$ cat src/rtl/daa_pkg.sv
package daa_pkg;

    typedef struct packed {
        logic s;
        logic z;
        logic ac;
        logic p;
        logic cy;
    } daa_flags_t;

    typedef enum logic [0:0] {
        ST_EMPTY  = 1'b0,
        ST_LOADED = 1'b1
    } daa_state_t;

endpackage

$ cat src/rtl/daa_lo_stage.sv
module daa_lo_stage #(
    parameter int DIGIT_W = 4,
    parameter int RADIX   = 10
) (
    input  logic [2*DIGIT_W-1:0] val_in,
    input  logic                 ac_in,
    output logic [2*DIGIT_W:0]   mid_out,
    output logic                 ac_out
);
    localparam int WORD_W = 2 * DIGIT_W;
    localparam int CORR   = (1 << DIGIT_W) - RADIX;

    logic [DIGIT_W-1:0] lo_nib;
    logic               lo_fix;
    logic [DIGIT_W:0]   lo_wide;

    always_comb begin
        lo_nib  = val_in[DIGIT_W-1:0];
        lo_fix  = (lo_nib > DIGIT_W'(RADIX - 1)) || ac_in;
        lo_wide = {1'b0, lo_nib} + (lo_fix ? (DIGIT_W+1)'(CORR) : '0);
        ac_out  = lo_wide[DIGIT_W];
        mid_out = {1'b0, val_in} + (lo_fix ? (WORD_W+1)'(CORR) : '0);
    end

endmodule

$ cat src/rtl/daa_hi_stage.sv
module daa_hi_stage #(
    parameter int DIGIT_W = 4,
    parameter int RADIX   = 10
) (
    input  logic [2*DIGIT_W:0]   mid_in,
    input  logic                 cy_in,
    output logic [2*DIGIT_W-1:0] val_out,
    output logic                 cy_out
);
    localparam int WORD_W = 2 * DIGIT_W;
    localparam int CORR   = (1 << DIGIT_W) - RADIX;

    logic [DIGIT_W-1:0] hi_nib;
    logic               hi_fix;
    logic [WORD_W:0]    total;

    always_comb begin
        hi_nib  = mid_in[WORD_W-1:DIGIT_W];
        hi_fix  = (hi_nib > DIGIT_W'(RADIX - 1)) || cy_in || mid_in[WORD_W];
        total   = {1'b0, mid_in[WORD_W-1:0]}
                + (hi_fix ? (WORD_W+1)'(CORR << DIGIT_W) : '0);
        val_out = total[WORD_W-1:0];
        cy_out  = cy_in || mid_in[WORD_W] || total[WORD_W];
    end

endmodule

$ cat src/rtl/daa_flag_gen.sv
module daa_flag_gen
    import daa_pkg::*;
#(
    parameter int WORD_W = 8
) (
    input  logic [WORD_W-1:0] val,
    input  logic              ac,
    input  logic              cy,
    output daa_flags_t        flags
);
    logic [WORD_W:0] par_chain;

    assign par_chain[0] = 1'b0;
    generate
        for (genvar i = 0; i < WORD_W; i++) begin : g_par
            assign par_chain[i+1] = par_chain[i] ^ val[i];
        end
    endgenerate

    always_comb begin
        flags.s  = val[WORD_W-1];
        flags.z  = (val == '0);
        flags.ac = ac;
        flags.p  = ~par_chain[WORD_W];
        flags.cy = cy;
    end

endmodule

$ cat src/rtl/daa_unit.sv
module daa_unit
    import daa_pkg::*;
#(
    parameter int DIGIT_W = 4,
    parameter int RADIX   = 10,
    localparam int WORD_W = 2 * DIGIT_W
) (
    input  logic              clk,
    input  logic              rst_n,
    input  logic              adj_strobe,
    input  logic [WORD_W-1:0] acc_in,
    input  logic              ac_in,
    input  logic              cy_in,
    output logic [WORD_W-1:0] acc_out,
    output logic              flag_s,
    output logic              flag_z,
    output logic              flag_ac,
    output logic              flag_p,
    output logic              flag_cy,
    output logic              res_valid
);
    logic [WORD_W:0]   mid;
    logic              lo_carry;
    logic [WORD_W-1:0] adj_val;
    logic              adj_cy;
    daa_flags_t        adj_flags;
    daa_flags_t        flag_q;
    logic [WORD_W-1:0] acc_q;
    daa_state_t        state_q, state_d;

    daa_lo_stage #(.DIGIT_W(DIGIT_W), .RADIX(RADIX)) u_lo (
        .val_in (acc_in),
        .ac_in  (ac_in),
        .mid_out(mid),
        .ac_out (lo_carry)
    );

    daa_hi_stage #(.DIGIT_W(DIGIT_W), .RADIX(RADIX)) u_hi (
        .mid_in (mid),
        .cy_in  (cy_in),
        .val_out(adj_val),
        .cy_out (adj_cy)
    );

    daa_flag_gen #(.WORD_W(WORD_W)) u_flags (
        .val  (adj_val),
        .ac   (lo_carry),
        .cy   (adj_cy),
        .flags(adj_flags)
    );

    // Controller: next state
    always_comb begin
        state_d = state_q;
        unique case (state_q)
            ST_EMPTY:  if (adj_strobe) state_d = ST_LOADED;
            ST_LOADED: state_d = ST_LOADED;
            default:   state_d = ST_EMPTY;
        endcase
    end

    // Controller: state register
    always_ff @(posedge clk) begin
        if (!rst_n) state_q <= ST_EMPTY;
        else        state_q <= state_d;
    end

    // Result register
    always_ff @(posedge clk) begin
        if (!rst_n) begin
            acc_q  <= '0;
            flag_q <= '0;
        end else if (adj_strobe) begin
            acc_q  <= adj_val;
            flag_q <= adj_flags;
        end
    end

    // Outputs
    always_comb begin
        acc_out   = acc_q;
        flag_s    = flag_q.s;
        flag_z    = flag_q.z;
        flag_ac   = flag_q.ac;
        flag_p    = flag_q.p;
        flag_cy   = flag_q.cy;
        res_valid = (state_q == ST_LOADED);
    end

endmodule

$ cat config.mk
export PLATFORM = sky130hd
export DESIGN_NAME = daa_unit
export DESIGN_NICKNAME = d
export VERILOG_FILES = /design/src/rtl/daa_pkg.sv /design/src/rtl/daa_lo_stage.sv /design/src/rtl/daa_hi_stage.sv /design/src/rtl/daa_flag_gen.sv /design/src/rtl/daa_unit.sv
export SDC_FILE = /design/constraint.sdc
export NUM_CORES = 1
export LEC_CHECK = 0
export ABC_AREA = 1
export BUFFER_PORTS_ARGS = -buffer_cell sky130_fd_sc_hd__buf_2
export CORE_UTILIZATION = 50
export CTS_CLUSTER_SIZE = 20
export DETAILED_ROUTE_END_ITERATION = 8
export PLACE_DENSITY = 0.84
export SYNTH_ARGS = -nofsm -noshare
export SYNTH_HDL_FRONTEND = slang
export SYNTH_SLANG_ARGS = --single-unit
$ cat constraint.sdc
create_clock -name clk -period 3 [get_ports clk]
set_input_delay 0.15 -clock clk [delete_from_list [all_inputs] [get_ports clk]]
set_output_delay 0.15 -clock clk [all_outputs]
set_load 0.05 [all_outputs]
Word-level counts from Yosys, hierarchy flattened
Cells that the tools add are included.
{"block": "word_totals", "regBits": 14, "latch_bits": 0, "ram_bits": 0, "mem_bits_ro": 0, "output_inout_bits": 14, "wordCells": 32, "memories": 0}
{"block": "op_classes", "add_sub_neg": 3, "multipliers": 0, "div": 0, "order_cmp": 2, "eq_ne": 0, "n_shift": 0, "n_mux": 5, "bitwise": 9, "reduce_logical": 6}
{"operator": "adder 8 x 9 -> 9 bit", "count": 2}
{"operator": "> comparator 4 bit (second input constant)", "count": 2}
{"operator": "logical NOT 8 bit", "count": 1}
{"operator": "2-to-1 mux 7 bit", "count": 1}
{"operator": "XOR 1 bit", "count": 7}
{"operator": "2-to-1 mux 3 bit", "count": 2}
{"operator": "adder 4 x 5 -> 5 bit", "count": 1}
{"operator": "logical OR 1 bit", "count": 5}
{"operator": "NOT 1 bit", "count": 2}
{"operator": "one-hot mux 1 bit (2 select lines)", "count": 1}
{"operator": "2-to-1 mux 1 bit", "count": 1}

Depth between registers and ports, before layout
Gate-level depths: netlist of the first run.
{"block": "depth", "ltp_word": 17, "depth_mapped": 25, "mapped_depth_nobuf": 23}

Cells and area by module
Synthesis of the first run repeated with hierarchy kept, for this count alone.
{"block": "unflattened", "hier_cells": 175, "area_unflattened_um2": 1081.0}
{"module": "daa_unit", "instances": 1, "cells_per_inst": 84, "area_each_um2": 573.0}
{"module": "daa_lo_stage", "instances": 1, "cells_per_inst": 34, "area_each_um2": 200.2}
{"module": "daa_flag_gen", "instances": 1, "cells_per_inst": 42, "area_each_um2": 190.2}
{"module": "daa_hi_stage", "instances": 1, "cells_per_inst": 15, "area_each_um2": 117.6}

Least setup slack after synthesis of the first run
No wires, ideal clock.
{"block": "synth_timing", "kind": "in2reg", "from": "input port acc_in[3]", "to": "register flag_q, in the netlist flag_p", "setup_ns": 0.109, "arrival_time_ns": 2.553, "slack_ns": 0.339, "stages": 25, "path_buffers": 2, "path_cell_list": "buf_6 > o21ai_0 > nand2_1 > ha_1 > fa_1 > clkbuf_2 > nand3_1 > nand2_1 > nand2_1 > nand3_1 > nand2_2 > nand2_2 > ha_1 > inv_1 > nand3_1 > nand2_1 > nand2_1 > nand2_1 > nand2_1 > nand2_1 > inv_1 > nand3_1 > nand3_2 > nand2_1 > inv_1"}
{"block": "synth_via", "elab_chain_cells": 13, "word_cells_on_any_way": 17, "cone_classes": "add/sub: 2; order compare: 2; mux: 2; bitwise: 8; reduce/logical: 3"}
{"item": "from (decl)", "line_no": "daa_unit.sv:11", "text": "input logic [WORD_W-1:0] acc_in,"}
{"item": "> comparator 4 bit", "line_no": "daa_lo_stage.sv:19", "text": "lo_fix = (lo_nib > DIGIT_W'(RADIX - 1)) || ac_in;"}
{"item": "logical OR 1 bit", "line_no": "daa_lo_stage.sv:19"}
{"item": "2-to-1 mux 3 bit", "line_no": "daa_lo_stage.sv:22", "text": "mid_out = {1'b0, val_in} + (lo_fix ? (WORD_W+1)'(CORR) : '0);"}
{"item": "adder 8 x 9 -> 9 bit *", "line_no": "daa_lo_stage.sv:22"}
{"item": "> comparator 4 bit", "line_no": "daa_hi_stage.sv:19", "text": "hi_fix = (hi_nib > DIGIT_W'(RADIX - 1)) || cy_in || mid_in[WORD_W];"}
{"item": "logical OR 1 bit (2 in a row)", "line_no": "daa_hi_stage.sv:19"}
{"item": "2-to-1 mux 7 bit", "line_no": "daa_hi_stage.sv:21", "text": "+ (hi_fix ? (WORD_W+1)'(CORR << DIGIT_W) : '0);"}
{"item": "adder 8 x 9 -> 9 bit *", "line_no": "daa_hi_stage.sv:21"}
{"item": "net adj_val[5]", "line_no": "daa_unit.sv:24", "text": "logic [WORD_W-1:0] adj_val;"}
{"item": "XOR 1 bit * (3 in a row)", "line_no": "daa_flag_gen.sv:16", "text": "assign par_chain[i+1] = par_chain[i] ^ val[i];"}
{"item": "NOT 1 bit *", "line_no": "daa_flag_gen.sv:24", "text": "flags.p = ~par_chain[WORD_W];"}
{"item": "to (signal assigned)", "line_no": "daa_unit.sv:75", "text": "flag_q <= adj_flags;"}
{"item": "to (decl)", "line_no": "daa_unit.sv:27", "text": "daa_flags_t flag_q;"}
The timed path passes the listed nets; every way through them passes the cells marked *.
A chain may end at the register's enable or synchronous reset.

Worst setup path in the final report of the first run
{"block": "layout_timing", "from": "input port acc_in[2]", "to": "register flag_q, in the netlist flag_p"}
Same word-level chain as after synthesis.

==> results of run 1 <==
synth_stat cells (3+ instances only):
library cell | n | area (um^2)
nand2_2 | 8 | 50.1
inv_1 | 23 | 86.3
nand3_1 | 14 | 70.1
nor2_1 | 6 | 22.5
dfxtp_1 | 13 | 260
nand3_2 | 3 | 30.0
ha_1 | 5 | 62.6
o211ai_1 | 3 | 22.5
nand2_1 | 28 | 105
a21oi_1 | 7 | 35.0
o21ai_0 | 8 | 40.0
sequential cells by signal, summed over array words and instances (netlist names):
signal,cells
acc_out,7
flag_ac,1
flag_cy,1
flag_p,1
flag_s,1
flag_z,1
res_valid,1
stage by stage:
| step | setup slack (ps) | TNS [ps] |
|---|---|---|
| finish | 384 | 0 |
| global route | 32.0 | 0 |
| CTS | 285 | 0 |
| detailed placement | -2.99 | -2.99 |
| global placement | 120 | 0 |
| floorplan | 339 | 0 |
power by group through the flow:
| stage | sequential, mW | combinational, mW | clock (mW) |
|---|---|---|---|
| 2_1_floorplan | 0.247 | 0.131 | 0 |
| 3_3_place_gp | 0.196 | 0.219 | 0 |
| 3_5_place_dp | 0.197 | 0.225 | 0 |
| 4_1_cts | 0.193 | 0.227 | 0.110 |
| 5_1_grt | 0.195 | 0.252 | 0.116 |
| 6_report | 0.193 | 0.227 | 0.107 |
per-layer routing:
layer  routed length (um)  part of all wire, %
met1                  838                   44
met2                  969                   50
met3                   80                  4.2
met4                   30                  1.6
met5                    0                    0
worst max-delay path: cells and delay by family:
kind | cells | cell delay [ps]
AND/OR/NAND/NOR | 16 | 1260
adder cells (fa/ha/maj) | 3 | 970
buffers and inverters | 4 | 270
AO/OA/AOI/OAI | 1 | 150
layout make-up:
class,count,area share (%)
Clock buffer,4,2.40
Inverter,23,7.89
Tap cell,25,2.86
Timing Repair Buffer,27,12.6
Sequential cell,13,23.8
Multi-Input combinational cell,96,50.5
cells by family (layout without fill, tap and decap cells):
kind of cell / after synthesis / after routing / share of synthesized area (%)
compound gates: 21 / 21 / 12.6
fa+ha+maj: 6 / 6 / 8.87
xor+xnor: 4 / 4 / 3.76
flops: 13 / 13 / 28.0
buf+inv: 28 / 54 / 13.0
simple gates: 65 / 65 / 33.7
worst paths after layout:
check / start / endpoint / slack, ps / cells after the start
setup / recovery: acc_in[2] / flag_p / 380 / 24
hold / removal: acc_in[0] / acc_out[0] / 160 / 3
setup reg to reg: acc_out[5] / acc_out[5] / 2290 / 2
hold reg to reg: acc_out[2] / acc_out[2] / 470 / 2
==> key figures, run 1 <==
Run status
  – Outcome: completed

Global route
  – Met2 GRT Util: 38.8%
  – Total track usage: a little over a fifth
  – Largest net degree at the start of global routing: 23
  – Antenna violations before repair: 0
  – GR peak layer: met2
  – Global-route wire length before repair: 3130 um
  – M3 GR Usage: roughly 4.8%
  – Met1 global-route usage: about a quarter
  – Grt ovf: 0
  – Vias in the first global route: 792

Pwr
  – Sequential share of power: a little over a third
  – Clock power frac: between 20% and 30%
  – Internal: 310 uW
  – Sw frac: 41.2%
  – Sw power: 217 uW
  – Comb pwr share: 43.1%
  – Pwr dens: 482 nW/um^2
  – Pwr Total: 528 uW
  – LEAKAGE: 0.604 nW
  – Worst VDD drop: roughly 0.00032 V

Clocking
  – Post-CTS Hold Fix Bufs: 0
  – CTS root buf: clkbuf_4
  – Clk_lat worst skew: 270 ps
  – CTS tree: built
  – CTS max path bufs: 2
  – Number of buffers created by CTS: 3
  – PostCTS Resize Cnt: 0
  – CTS H-tree lvls: 1
  – Post-CTS setup repair buffer count: 0
  – Clock transition at path regs: 80 ps
  – # clock sinks: 13

Placed design
  – HPWL after DPL: 1460 um
  – DP Cell Count: ~180
  – Global placement routability congestion: 0.851
  – Placed Area: 1060 um^2
  – Count of input and output buffers: 26

Routing
  – Iter 0 DRT Violations: 19
  – WL final: 1920 um
  – Routed via count: 937
  – Routed vias/inst: 4.98
  – DR DRC count: 0
  – First-pass detailed-route iteration total: 4
  – Final ANT Viol Nets: 0
  – DR WL/cell: around 10 um

Setup path
  – WP data arrival: between 2000 and 3000 ps
  – Setup crit start kind: primary input
  – Critical Path Most Common Cell: nand2_1
  – Slowest cell on the critical path: fa_2
  – CP Class: primary input to flip-flop
  – Critical path capture point type: flip-flop
  – Slowest stage delay, CP: around 420 ps
  – Crit-path max FO: 6
  – Cell Chain, Critical Path: buf_2 > o21ai_0 > nand2_1 > ha_1 > fa_2 > nand3_1 > nand2_1 > nand2_1 > nand3_1 > nand2_2 > nand2_2 > ha_1 > inv_1 > nand3_1 > nand2_1 > nand2_1 > nand2_1 > nand2_1 > nand2_1 > inv_1 > nand3_1 > nand3_2 > nand2_1 > inv_1
  – Critical path required time: 3180 ps

Floorplanning
  – CORE AREA: roughly 1700 um^2
  – Initial core utilization: 53.9%
  – Die H: about 45 um
  – Die area: 2040 um^2
  – Die Wd: 45.2 um
  – Row count: 15
  – Num ports: 27

Yosys
  – YS warnings: 0
  – Synth Net Count: 156
  – Post-synth EDFFs: 0
  – Seq/Total Area, Yosys: 28.0%
  – Distinct cell type count after synthesis: 25
  – Top FF cell, synth: dfxtp_1
  – Synth Register Bits: 13
  – Post-synth ARST share: 0%
  – Synth Cell Area: 931 um^2
  – Syn avg cell area: approximately 6.8 um^2
  – Post-synthesis cell count: 137

Timing
  – WHS: 159 ps
  – Tmin final: 2620 ps
  – Clk_skew: 0 ps
  – Slew headroom: roughly three quarters
  – Worst Tran Pin Value: approximately 360 ps
  – Final Hold Fails: 0
  – Final Cycle Share: 87.2%
  – # setup viols final: 0
  – Final Max Slew Viols: 0
  – Unrepaired setup endpoints after global routing: false
  – Fmax: 0.382 GHz

Layout
  – Post-layout util: 63.3%
  – Reg area: roughly 260 um^2
  – Commonest non-fill, non-tap cell in the layout: nand2_1
  – Share of cells above drive strength 1: 27.6%
  – Fin nets: 183
  – # diodes: 0
  – Commonest non-fill, non-tap cells in the layout: nand2_1, buf_2, inv_1
  – Finished Layout Cells: 188
  – P&R area growth vs syn: 17.5%
  – Filler Cell Count: 157
  – Multi-input logic area: 552 um^2
  – Design area: 1090 um^2

Worst hold path
  – Worst Hold Class: primary input to flip-flop

Run
  – Max-cap violations: 0
(Power assumes the default switching activity.)
==> run 2, diff against run 1 <==
Settings changed: CORE_ASPECT_RATIO set to 0.8.
==> run 2 against run 1 <==
  * Sequential share of layout area about the same
  * Maximum frequency down 4.4%
  * Sequential power about the same
  * Critical path depth unchanged
  * Die area about the same
  * Flip-flop and latch count unchanged
  * Routed wire length up 4.4%
  * Critical endpoint unchanged
==> key figures, run 2 (synthesis gave the netlist of run 1 again) <==
Run status
  – Outcome: completed

Worst hold path
  – HP Start: acc_in[0]
  – Worst hold path cell count: 3
  – Worst Hold Class: primary input to flip-flop

Pwr
  – Pwr dens: roughly 490 nW/um^2
  – Worst VDD drop: 0.000380 V
  – LEAKAGE: 0.609 nW
  – Pwr Total: 532 uW

Setup path
  – Crit-path max FO: 5
  – WP data arrival: 2920 ps
  – Critical path capture point type: flip-flop
  – Reg2Reg Depth: 4
  – Setup crit start kind: primary input
  – FF-to-FF Start: flag_ac
  – RR Endpoint: flag_ac
  – Critical path required time: 3180 ps
  – Crit path capture: flag_p
  – CP Class: primary input to flip-flop
  – Reg2reg setup slack: ~2300 ps
  – Critical Path Start: acc_in[2]

Global route
  – Antenna violations before repair: 0
  – Vias in the first global route: 877
  – Largest net degree at the start of global routing: 23
  – Global-route wire length before repair: 3490 um
  – Total track usage: about 24%
  – Grt ovf: 0

Routing
  – WL final: ~2000 um
  – DR DRC count: 0
  – First-pass detailed-route iteration total: 4
  – Iter 0 DRT Violations: 18
  – Routed vias/inst: 5.20
  – DR WL/cell: around 11 um
  – Final ANT Viol Nets: 0
  – Routed via count: 967

Clocking
  – Clock transition at path regs: 80 ps
  – PostCTS Resize Cnt: 0
  – CTS max path bufs: 2
  – Clk_lat worst skew: between 200 and 300 ps
  – # clock sinks: 13
  – CTS root buf: clkbuf_4
  – Post-CTS setup repair buffer count: 0
  – CTS tree: built
  – CTS H-tree lvls: 1
  – Number of buffers created by CTS: 3
  – Post-CTS Hold Fix Bufs: 0

Layout
  – Finished Layout Cells: ~190
  – # diodes: 0
  – Fin nets: between 150 and 200
  – Share of cells above drive strength 1: between 20% and 30%
  – P&R area growth vs syn: 17.6%
  – Max reg flops: 7
  – Post-layout util: roughly two thirds
  – Design area: 1090 um^2
  – Filler Cell Count: about 160
  – Commonest non-fill, non-tap cells in the layout: nand2_1, buf_2, inv_1
  – Commonest non-fill, non-tap cell in the layout: nand2_1

Timing
  – Worst Tran Pin Value: ~390 ps
  – Tmin final: 2740 ps
  – # setup viols final: 0
  – Final Max Slew Viols: 0
  – Final Hold Fails: 0
  – Setup TNS Final: 0 ps
  – Clk_skew: 0 ps
  – Fmax: 0.365 GHz
  – Final WS setup: 264 ps
  – Slew headroom: 73.5%
  – Final Cycle Share: 91.2%
  – WHS: 130 ps
  – Unrepaired setup endpoints after global routing: false

Floorplanning
  – CORE AREA: roughly 1700 um^2
  – Die area: 2040 um^2
  – Initial core utilization: a little under three fifths
  – Die H: 40.6 um
  – Die Wd: approximately 50 um
  – Num ports: 27
  – Row count: 13

Placed design
  – HPWL after DPL: 1590 um
  – Count of input and output buffers: 26
  – Placed Area: 1070 um^2
  – Global placement routability congestion: 0.772
  – DP Cell Count: 182
  – Place WS: 17.9 ps

Run
  – Max-cap violations: 0
run 2: cell types whose count changed in the layout (fill, tap and decap cells not counted), sizes merged:
cell,previous run,this run
buf,27,28
run 2: metal layers:
metal  part of all wire, %  vias to the layer above  global-route usage [%]
li1                      -                      499                       -
met1                    43                      439                    25.1
met2                    51                       27                    45.0
met3                   5.1                        2                    8.33
met4                  0.60                        0                    12.1
met5                     0                        -                       0
run 2: power by group:
part           switching, mW  total [mW]  internal, mW  leakage (nW)
registers            0.00656       0.193         0.187         0.108
clock network         0.0568       0.108        0.0516        0.0150
logic                  0.157       0.230        0.0724         0.486
total                  0.221       0.532         0.311         0.609
run 2: cell type report:
class                           instances  area, um^2  area share (%)
Inverter                               23        86.3            7.89
Multi-Input combinational cell         96         549            50.2
Timing Repair Buffer                   28         145            13.3
Sequential cell                        13         260            23.8
Clock buffer                            4        26.3            2.40
Tap cell                               22        27.5            2.51
run 2: worst max-delay path, cell delays in order:
cell and delay, ps:
buf_2 120, o21ai_0 160, nand2_1 130, ha_1 240, fa_1 480, nand3_1 130, nand2_1 50, nand2_1 90
nand3_1 90, nand2_2 80, nand2_2 60, ha_1 300, inv_1 70, nand3_1 130, nand2_1 80, nand2_1 60
nand2_1 60, nand2_1 50, nand2_1 80, inv_1 50, nand3_1 70, nand3_2 60, nand2_1 60, inv_1 40
run 2: how the worst min path moves through the flow:
stage	endpoint	slack, ps
global placement	acc_out[0]	430
detailed placement	acc_out[0]	420
CTS	acc_out[0]	120
global route	acc_out[0]	140
floorplan	flag_cy	290
finish	acc_out[0]	130
